$ cat src/rtl/alias_guard_pkg.sv
package alias_guard_pkg;

    localparam int SIZE_W = 2;

    typedef enum logic {
        ST_ARMED   = 1'b0,
        ST_TRAPPED = 1'b1
    } guard_state_e;

    // Byte length for a size code: 1, 2, 4 or 8.
    function automatic logic [3:0] span_bytes(input logic [SIZE_W-1:0] code);
        return 4'd1 << code;
    endfunction

endpackage

$ cat src/rtl/alias_region_table.sv
module alias_region_table
    import alias_guard_pkg::*;
#(
    parameter int ENTRIES = 8,
    parameter int ADDR_W  = 32,
    parameter int IDX_W   = 3
) (
    input  logic                             clk,
    input  logic                             rst_n,
    input  logic                             clear_i,
    input  logic                             wr_en_i,
    input  logic [IDX_W-1:0]                 wr_idx_i,
    input  logic [ADDR_W-1:0]                wr_addr_i,
    input  logic [SIZE_W-1:0]                wr_size_i,
    output logic [ENTRIES-1:0]               valid_o,
    output logic [ENTRIES-1:0][ADDR_W-1:0]   base_o,
    output logic [ENTRIES-1:0][SIZE_W-1:0]   size_o
);

    logic [ENTRIES-1:0]             valid_q;
    logic [ENTRIES-1:0][ADDR_W-1:0] base_q;
    logic [ENTRIES-1:0][SIZE_W-1:0] size_q;

    for (genvar g = 0; g < ENTRIES; g++) begin : g_slot
        logic sel;
        assign sel = wr_en_i && (wr_idx_i == IDX_W'(g));

        always_ff @(posedge clk or negedge rst_n) begin
            if (!rst_n) begin
                valid_q[g] <= 1'b0;
                base_q[g]  <= '0;
                size_q[g]  <= '0;
            end else begin
                if (sel) begin
                    valid_q[g] <= 1'b1;
                    base_q[g]  <= wr_addr_i;
                    size_q[g]  <= wr_size_i;
                end else if (clear_i) begin
                    valid_q[g] <= 1'b0;
                end
            end
        end
    end

    assign valid_o = valid_q;
    assign base_o  = base_q;
    assign size_o  = size_q;

    assert_protect_marks_valid_R2: assert property (@(posedge clk) disable iff (!rst_n)
        wr_en_i |=> valid_q[$past(wr_idx_i)]);

    assert_clear_empties_R7: assert property (@(posedge clk) disable iff (!rst_n)
        (clear_i && !wr_en_i) |=> (valid_q == '0));

endmodule

$ cat src/rtl/alias_range_cmp.sv
module alias_range_cmp
    import alias_guard_pkg::*;
#(
    parameter int ADDR_W = 32
) (
    input  logic [ADDR_W-1:0] a_base_i,
    input  logic [SIZE_W-1:0] a_size_i,
    input  logic [ADDR_W-1:0] b_base_i,
    input  logic [SIZE_W-1:0] b_size_i,
    output logic              overlap_o
);

    localparam int EXT_W = ADDR_W + 1;

    logic [EXT_W-1:0] a_lo, a_hi, b_lo, b_hi;

    always_comb begin
        a_lo = {1'b0, a_base_i};
        b_lo = {1'b0, b_base_i};
        a_hi = a_lo + EXT_W'(span_bytes(a_size_i));
        b_hi = b_lo + EXT_W'(span_bytes(b_size_i));
        overlap_o = (a_lo < b_hi) && (b_lo < a_hi);
    end

endmodule

$ cat src/rtl/alias_lowest_pick.sv
module alias_lowest_pick #(
    parameter int ENTRIES = 8,
    parameter int IDX_W   = 3
) (
    input  logic [ENTRIES-1:0] hit_i,
    output logic               any_o,
    output logic [IDX_W-1:0]   idx_o
);

    always_comb begin
        idx_o = '0;
        for (int i = ENTRIES - 1; i >= 0; i--) begin
            if (hit_i[i]) idx_o = IDX_W'(i);
        end
        any_o = |hit_i;
    end

endmodule

$ cat src/rtl/alias_guard.sv
module alias_guard
    import alias_guard_pkg::*;
#(
    parameter int ENTRIES = 8,
    parameter int ADDR_W  = 32,
    localparam int IDX_W  = (ENTRIES > 1) ? $clog2(ENTRIES) : 1
) (
    input  logic               clk,
    input  logic               rst_n,
    input  logic               prot_vld_i,
    input  logic [IDX_W-1:0]   prot_idx_i,
    input  logic [ADDR_W-1:0]  prot_addr_i,
    input  logic [1:0]         prot_size_i,
    input  logic               chk_vld_i,
    input  logic [ADDR_W-1:0]  chk_addr_i,
    input  logic [1:0]         chk_size_i,
    input  logic [ENTRIES-1:0] chk_mask_i,
    input  logic               clear_i,
    output logic               exc_o,
    output logic [IDX_W-1:0]   exc_idx_o
);

    logic [ENTRIES-1:0]             slot_valid;
    logic [ENTRIES-1:0][ADDR_W-1:0] slot_base;
    logic [ENTRIES-1:0][SIZE_W-1:0] slot_size;
    logic [ENTRIES-1:0]             slot_overlap;
    logic [ENTRIES-1:0]             slot_hit;
    logic                           any_hit;
    logic [IDX_W-1:0]               first_hit;

    guard_state_e     state_q, state_d;
    logic [IDX_W-1:0] idx_q;
    logic             raise;

    alias_region_table #(
        .ENTRIES (ENTRIES),
        .ADDR_W  (ADDR_W),
        .IDX_W   (IDX_W)
    ) u_table (
        .clk       (clk),
        .rst_n     (rst_n),
        .clear_i   (clear_i),
        .wr_en_i   (prot_vld_i),
        .wr_idx_i  (prot_idx_i),
        .wr_addr_i (prot_addr_i),
        .wr_size_i (prot_size_i),
        .valid_o   (slot_valid),
        .base_o    (slot_base),
        .size_o    (slot_size)
    );

    for (genvar g = 0; g < ENTRIES; g++) begin : g_cmp
        alias_range_cmp #(.ADDR_W(ADDR_W)) u_cmp (
            .a_base_i  (slot_base[g]),
            .a_size_i  (slot_size[g]),
            .b_base_i  (chk_addr_i),
            .b_size_i  (chk_size_i),
            .overlap_o (slot_overlap[g])
        );
    end

    assign slot_hit = slot_valid & chk_mask_i & slot_overlap;

    alias_lowest_pick #(
        .ENTRIES (ENTRIES),
        .IDX_W   (IDX_W)
    ) u_pick (
        .hit_i (slot_hit),
        .any_o (any_hit),
        .idx_o (first_hit)
    );

    assign raise = (state_q == ST_ARMED) && chk_vld_i && any_hit && !clear_i;

    // Next-state logic
    always_comb begin
        state_d = state_q;
        unique case (state_q)
            ST_ARMED:   if (raise)   state_d = ST_TRAPPED;
            ST_TRAPPED: if (clear_i) state_d = ST_ARMED;
            default:                 state_d = ST_ARMED;
        endcase
    end

    // State register
    always_ff @(posedge clk or negedge rst_n) begin
        if (!rst_n) state_q <= ST_ARMED;
        else        state_q <= state_d;
    end

    // Output register
    always_ff @(posedge clk or negedge rst_n) begin
        if (!rst_n)       idx_q <= '0;
        else if (clear_i) idx_q <= '0;
        else if (raise)   idx_q <= first_hit;
    end

    assign exc_o     = (state_q == ST_TRAPPED);
    assign exc_idx_o = idx_q;

    assert_clear_drops_exc_R7: assert property (@(posedge clk) disable iff (!rst_n)
        clear_i |=> (!exc_o && exc_idx_o == '0));

    assert_held_until_clear_R6: assert property (@(posedge clk) disable iff (!rst_n)
        (exc_o && !clear_i) |=> (exc_o && $stable(exc_idx_o)));

    assert_raise_from_check_R5: assert property (@(posedge clk) disable iff (!rst_n)
        $rose(exc_o) |-> ($past(chk_vld_i) && !$past(clear_i)));

    assert_idle_index_zero_R5: assert property (@(posedge clk) disable iff (!rst_n)
        !exc_o |-> (exc_idx_o == '0));

endmodule

$ cat config.mk
export PLATFORM = sky130hd
export DESIGN_NAME = alias_guard
export DESIGN_NICKNAME = d
export VERILOG_FILES = /design/src/rtl/alias_guard_pkg.sv /design/src/rtl/alias_region_table.sv /design/src/rtl/alias_range_cmp.sv /design/src/rtl/alias_lowest_pick.sv /design/src/rtl/alias_guard.sv
export SDC_FILE = /design/constraint.sdc
export NUM_CORES = 1
export LEC_CHECK = 0
export BUFFER_PORTS_ARGS = -buffer_cell sky130_fd_sc_hd__buf_2
export CAP_MARGIN = 20
export CORE_ASPECT_RATIO = 0.6
export CORE_MARGIN = 5
export CORE_UTILIZATION = 65
export CTS_CLUSTER_DIAMETER = 200
export DETAILED_ROUTE_END_ITERATION = 6
export PLACE_DENSITY = 0.93
export SLEW_MARGIN = 25
export SYNTH_ARGS = -nofsm -noshare
export SYNTH_HDL_FRONTEND = slang
export SYNTH_HIERARCHICAL = 1
export SYNTH_SLANG_ARGS = --single-unit
$ cat constraint.sdc
create_clock -name clk -period 10.91 [get_ports clk]
set_clock_uncertainty 0.05 [all_clocks]
set_input_delay 0 -clock clk [delete_from_list [all_inputs] [get_ports clk]]
set_output_delay 0 -clock clk [all_outputs]
set_load 0.05 [all_outputs]
==> impl_metrics.csv, run 1 <==
group,metric,value,unit
power,ir_worst_vdd,0.000131,V
yosys,yosysWarnings,6,
floorplan,die_h,183,µm
finish,nNetsFinal,4301,
power,p_per_area,142,nW/µm²
finish,area.growth.synth_to_final,8.70,%
run_status,outcome,"completed",
cts,cts.sinks,284,
sta,maxSlewViolCount,0,
detailed_routing,drtIter0Drc,3011,
hold_path,min_path_type,"input port to flop",
detailed_routing,wl_per_cell,21.9,µm
cts,cts.path.max_buffers,3,
finish,final_area,35100,µm²
cts,clock_latency,0.61,ns
yosys,ys.flop_type,"dfrtp_1",
critical_path,crit_type,"flop to flop",
hold_path,min_from,"chk_mask_i[5]",
yosys,ys_types,84,
sta,rsz0062_at_grt,"false",
global_route,antenna_found_initial,0,
global_route,grt_pass1_vias,29545,
finish,final_cell_mix,"560 x ha_1, 284 x dfrtp_1, 270 x mux2_2, 267 x xnor2_1, 256 x nand2_1",
finish,drive_above_1_share,0.145,
detailed_routing,ant_nets,0,
sta,fmax,0.161,GHz
cts,post_cts_resized,0,
cts,path_clk_slew,0.08,ns
finish,final_common_cell,"ha_1",
placed_design,gp_congestion,0.960,
cts,cts-root-buf,"clkbuf_16",
yosys,syn_inst,3486,
yosys,synth-seq-cells,284,
critical_path,worstSetupEndpointType,"flop",
yosys,synthArstFlopShare,1.00,
yosys,syn_area_per_cell,9.26,µm²
critical_path,worstPathRequired,11.41,ns
critical_path,crit_start,"u_table/size_o[14]",
placed_design,portBuffers,87,
detailed_routing,dr.pass1.iters,6,
yosys,netlist_area,32300,µm²
floorplan,coreArea,49300,µm²
global_route,gr-usage-all-layers,0.337,
sta,finalSetupViolCount,0,
cts,postCtsHoldBufs,43,
sta,relSlewSlack,0.266,
global_route,globalRouteMet2Util,0.542,
yosys,seq_area_frac_synth,0.220,
sta,tightest_slew,1.10,ns
sta,finalHoldViolations,0,
global_route,grt.busiest_layer,"met2",
global_route,use_met1,0.455,
cts,cts_buffers,29,
global_route,grt_pass1_wl,151000,µm
floorplan,fp.dieW,298,µm
floorplan,start_util,0.655,
critical_path,cp.arrival,6.70,ns
sta,period_needed,6.20,ns
detailed_routing,wl,94400,µm
cts,cts_tree,"built",
finish,antenna_cells,0,
placed_design,placedInstanceArea,33600,µm²
critical_path,start_kind,"flop",
detailed_routing,vias,28987,
power,p_leak,15.2,nW
global_route,grt_use_met3,0.0576,
floorplan,rows,63,
detailed_routing,routed_via_density,6.72,
yosys,synth-edff-count,0,
global_route,grt_remaining_overflow,0,
cts,post_cts_buffers,0,
floorplan,dieArea,54300,µm²
sta,fin_crit_sh,0.568,
placed_design,dp_hpwl,70700,µm
yosys,syn-num-nets,4146,
cts,cts.htree.levels,1,
critical_path,cp_max_fo,5,
critical_path,rr_startpoint,"u_table/size_o[14]",
global_route,grt_max_degree,163,
sta,finalSetupTns,0,ns
flow_run,drv_cap,0,
floorplan,boundaryPins,88,
detailed_routing,drcViolationCount,0,
[synth_stat cells, types with 17 or more instances]
| cell type | n | area [µm²] |
|---|---|---|
| and3_1 | 102 | 638 |
| inv_1 | 74 | 278 |
| nor2b_1 | 58 | 363 |
| nand2_1 | 256 | 961 |
| nor3_1 | 53 | 265 |
| dfrtp_1 | 284 | 7110 |
| xnor2_1 | 267 | 2340 |
| ha_1 | 560 | 7010 |
| buf_2 | 18 | 90.1 |
| a211oi_1 | 22 | 165 |
| mux2_2 | 270 | 3040 |
| and2_1 | 24 | 150 |
| a21o_1 | 92 | 691 |
| nand3_1 | 172 | 861 |
| nand4_1 | 148 | 926 |
| and4_1 | 38 | 333 |
| a21oi_1 | 196 | 981 |
| nor2_1 | 230 | 863 |
| xor2_1 | 213 | 1870 |
| o21ai_0 | 110 | 551 |
| nand2b_1 | 17 | 106 |
[final cells by class]
type                       count  area, µm²
sequential                   284       7110
fill                        3487      14200
inverter                      74        278
tap                          650        813
clock inverter                13        174
clock buffer                  41        871
multi-input combinational   3085      24600
timing repair buffer         167       1190
[cell families (layout without fill, tap and decap cells)]
group | count (synthesis) | after routing | synth area share
AO/OA/AOI/OAI | 535 | 535 | 0.103
XOR/XNOR | 480 | 480 | 0.130
adder cells (fa/ha/maj) | 576 | 576 | 0.227
buffers and inverters | 117 | 295 | 0.0168
flip-flops | 284 | 284 | 0.220
multiplexers | 275 | 275 | 0.0958
AND/OR/NAND/NOR | 1219 | 1219 | 0.207
[flip-flops by register name, summed over array words and instances, names as in the netlist]
register / count
u_table/base_o: 256
u_table/size_o: 16
u_table/valid_o: 8
exc_idx_o: 3
exc_o: 1
[layer usage]
| layer | wire length [µm] | vias to the layer above |
|---|---|---|
| li1 | - | 13212 |
| met5 | 0 | - |
| met2 | 41800 | 1495 |
| met4 | 3920 | 0 |
| met1 | 38900 | 13987 |
| met3 | 9840 | 293 |
[path summary, 6_finish.rpt]
kind	cells past startpoint	endpoint	slack, ns
worst max-delay path	24	exc_o	4.71
worst min-delay path	7	exc_idx_o[1]	0.03
worst max register to register	24	exc_o	4.71
worst min register to register	1	u_table/valid_o[1]	0.43
max in group asynchronous	5	u_table/base_o[208]	8.59
min in group asynchronous	3	u_table/base_o[154]	0.34
[power breakdown]
part / leakage [nW] / internal, mW / switching, mW
clock: 0.516 / 0.649 / 0.490
sequential: 3.43 / 1.28 / 0.367
combinational: 11.2 / 1.03 / 1.16
total: 15.2 / 2.95 / 2.02
[per-stage QoR]
| step | total power, mW | setup WS (ns) | util | cells | hold WS (ns) |
|---|---|---|---|---|---|
| 2_1_floorplan | 3.08 | 6.66 | - | 3486 | -0.346 |
| 3_3_place_gp | 3.59 | 5.73 | 0.681 | 4215 | 0.132 |
| 3_5_place_dp | 3.75 | 5.63 | 0.681 | 4215 | 0.139 |
| 4_1_cts | 4.92 | 4.86 | 0.711 | 4312 | 0.0241 |
| 5_1_grt | 5.31 | 4.41 | 0.712 | 4314 | 0.146 |
| 6_report | 4.98 | 4.71 | 0.712 | 4314 | 0.0260 |
[worst max-delay path: stages, from the launching register on]
cell and delay, ns:
dfrtp_1 0.38, nor2b_1 0.28, ha_1 0.28, a21o_1 0.15, a21o_1 0.20, a21oi_1 0.46, nor2_1 0.19, and4_1 0.27
nand3_1 0.11, xor2_1 0.16, ha_1 0.25, o21ai_0 0.21, o22ai_1 0.10, a2111oi_0 0.37, a21oi_1 0.18, a2111oi_2 0.37
o21ai_1 0.14, nor3_1 0.19, and3_1 0.35, nor4_2 0.10, nand3_1 0.11, a21oi_1 0.07, dlygate4sd3_1 0.56, nor2_1 0.08
dlygate4sd3_1 0.54
Power figures use the tool's default switching activity.
==> run 2: changes to the inputs <==
==> constraint.sdc (replaced) <==
create_clock -name clk -period 6.5 [get_ports clk]
set_clock_uncertainty 0.05 [all_clocks]
set_input_delay 0 -clock clk [delete_from_list [all_inputs] [get_ports clk]]
set_output_delay 0 -clock clk [all_outputs]
set_load 0.05 [all_outputs]
==> impl_metrics.csv, run 2 (synthesis gave the netlist of run 1 again) <==
group,metric,value,unit
sta,whs,0.0530,ns
sta,setup_ws,0.272,ns
global_route,grt_max_degree,145,
floorplan,dieArea,54300,µm²
finish,drive_above_1_share,0.145,
detailed_routing,wl_per_cell,22.0,µm
detailed_routing,vias,29119,
sta,maxSlewViolCount,0,
sta,tightest_slew,1.06,ns
global_route,grt.busiest_layer,"met2",
placed_design,portBuffers,87,
power,internal-power,4.90,mW
power,p_leak,15.2,nW
sta,fin_crit_sh,0.958,
sta,finalSetupViolCount,0,
cts,post_cts_buffers,0,
finish,area.growth.synth_to_final,8.81,%
global_route,grt_remaining_overflow,0,
global_route,globalRouteMet2Util,0.535,
floorplan,boundaryPins,88,
detailed_routing,drtIter0Drc,3219,
global_route,antenna_found_initial,4,
detailed_routing,dr.pass1.iters,6,
finish,fin_cells,4325,
power,swShare,0.408,
floorplan,coreArea,49300,µm²
critical_path,crit_type,"flop to flop",
global_route,grt_use_met3,0.0736,
flow_run,drv_cap,0,
power,p_comb_frac,0.445,
sta,period_needed,6.23,ns
cts,cts.path.max_buffers,3,
sta,finalSetupTns,0,ns
finish,largest_reg_flops,256,
placed_design,dp_hpwl,73000,µm
cts,cts-root-buf,"clkbuf_16",
power,ir_worst_vdd,0.000266,V
floorplan,start_util,0.655,
detailed_routing,drcViolationCount,0,
critical_path,start_kind,"flop",
cts,cts.htree.levels,1,
cts,clock_latency,0.61,ns
placed_design,dpl_worst_slack,1.15,ns
global_route,grt_pass1_wl,151000,µm
power,p_per_area,235,nW/µm²
power,clockPowerShare,0.220,
critical_path,crit_chain,"nor2b_1 -> ha_1 -> a21o_1 -> a21o_1 -> a21oi_1 -> nor2_1 -> and4_1 -> nand3_1 -> xor2_1 -> ha_1 -> o21ai_0 -> o22ai_1 -> a2111oi_0 -> a21oi_1 -> a2111oi_2 -> o21ai_1 -> nor3_1 -> and3_1 -> nor2_1 -> nand3_1 -> a21oi_1 -> dlygate4sd3_1 -> nor2_1 -> dlygate4sd3_1",
critical_path,cp_max_fo,5,
cts,cts.sinks,284,
hold_path,min_path_type,"input port to flop",
sta,rsz0062_at_grt,"false",
critical_path,max_stage_delay,0.56,ns
critical_path,cp.arrival,6.72,ns
detailed_routing,wl,95100,µm
power,p_sw,3.37,mW
global_route,use_met1,0.453,
sta,finalHoldViolations,0,
detailed_routing,ant_nets,0,
global_route,grt_pass1_vias,29379,
finish,final_common_cell,"ha_1",
floorplan,die_h,183,µm
detailed_routing,routed_via_density,6.73,
placed_design,gp_congestion,0.940,
sta,fmax,0.161,GHz
global_route,gr-usage-all-layers,0.338,
power,power_frac_seq,0.335,
run_status,outcome,"completed",
finish,nNetsFinal,4310,
placed_design,dp_cells,4221,
floorplan,rows,63,
critical_path,worstSetupEndpointType,"flop",
critical_path,crit_slowest_cell,"dlygate4sd3_1",
floorplan,fp.dieW,298,µm
finish,final_cell_mix,"560 x ha_1, 284 x dfrtp_1, 270 x mux2_2, 267 x xnor2_1, 256 x nand2_1",
cts,cts_tree,"built",
cts,path_clk_slew,0.07,ns
cts,cts_buffers,30,
critical_path,worstPathRequired,7.00,ns
sta,relSlewSlack,0.292,
run 2: area by class of cell:
class | count | area (µm²)
fillers | 3444 | 14200
inverters | 74 | 278
repair buffers | 175 | 1260
clock inverters | 12 | 149
diodes | 3 | 7.51
flip-flops and latches | 284 | 7110
multi-input cells | 3085 | 24600
clock buffers | 42 | 846
well taps | 650 | 813
run 2: timing repair:
item                                   CTS  global route
resized for setup                        0             2
hold buffers                            46             0
endpoints found under the hold margin  400             0
setup endpoints to repair                0             1
run 2: layer usage:
layer  routed length, µm  part of all wire
met1               38800              0.41
met2               41200              0.43
met3               10900              0.12
met4                4110             0.043
met5                  12           0.00013
run 2: worst max-delay path, delay by kind of cell, from the launching register on:
family	cells	cell delay, ns
simple gates	9	1.70
fa+ha+maj	2	0.55
flops	1	0.39
buf+inv	2	1.11
compound gates	10	2.19
xor+xnor	1	0.17
run 2: power groups by stage:
stage / Sequential, mW / Clock (mW) / Combinational (mW)
2_1_floorplan: 2.58 / 0 / 2.60
3_3_place_gp: 2.73 / 0 / 3.30
3_5_place_dp: 2.76 / 0 / 3.53
4_1_cts: 2.74 / 1.84 / 3.60
5_1_grt: 2.81 / 1.91 / 4.11
6_report: 2.77 / 1.82 / 3.68
run 2: path summary, 6_finish.rpt:
kind | start | endpoint | slack [ns] | depth (start not counted)
setup / recovery | u_table/size_o[4] | exc_o | 0.27 | 24
hold / removal | chk_mask_i[5] | exc_idx_o[1] | 0.05 | 7
setup reg to reg | u_table/size_o[4] | exc_o | 0.27 | 24
hold reg to reg | u_table/valid_o[1] | u_table/valid_o[1] | 0.43 | 1
max in group asynchronous | rst_n | u_table/base_o[198] | 5.03 | 4
min in group asynchronous | rst_n | u_table/base_o[153] | 0.51 | 4
run 2: per-stage QoR:
| stage | cell area, µm² | utilization | total power, mW |
|---|---|---|---|
| after global routing | 35100 | 0.713 | 8.83 |
| final | 35100 | 0.713 | 8.27 |
| after floorplan | 32300 | - | 5.18 |
| after CTS | 35100 | 0.712 | 8.18 |
| after detailed placement | 33600 | 0.682 | 6.30 |
| after global placement | 33600 | 0.682 | 6.02 |
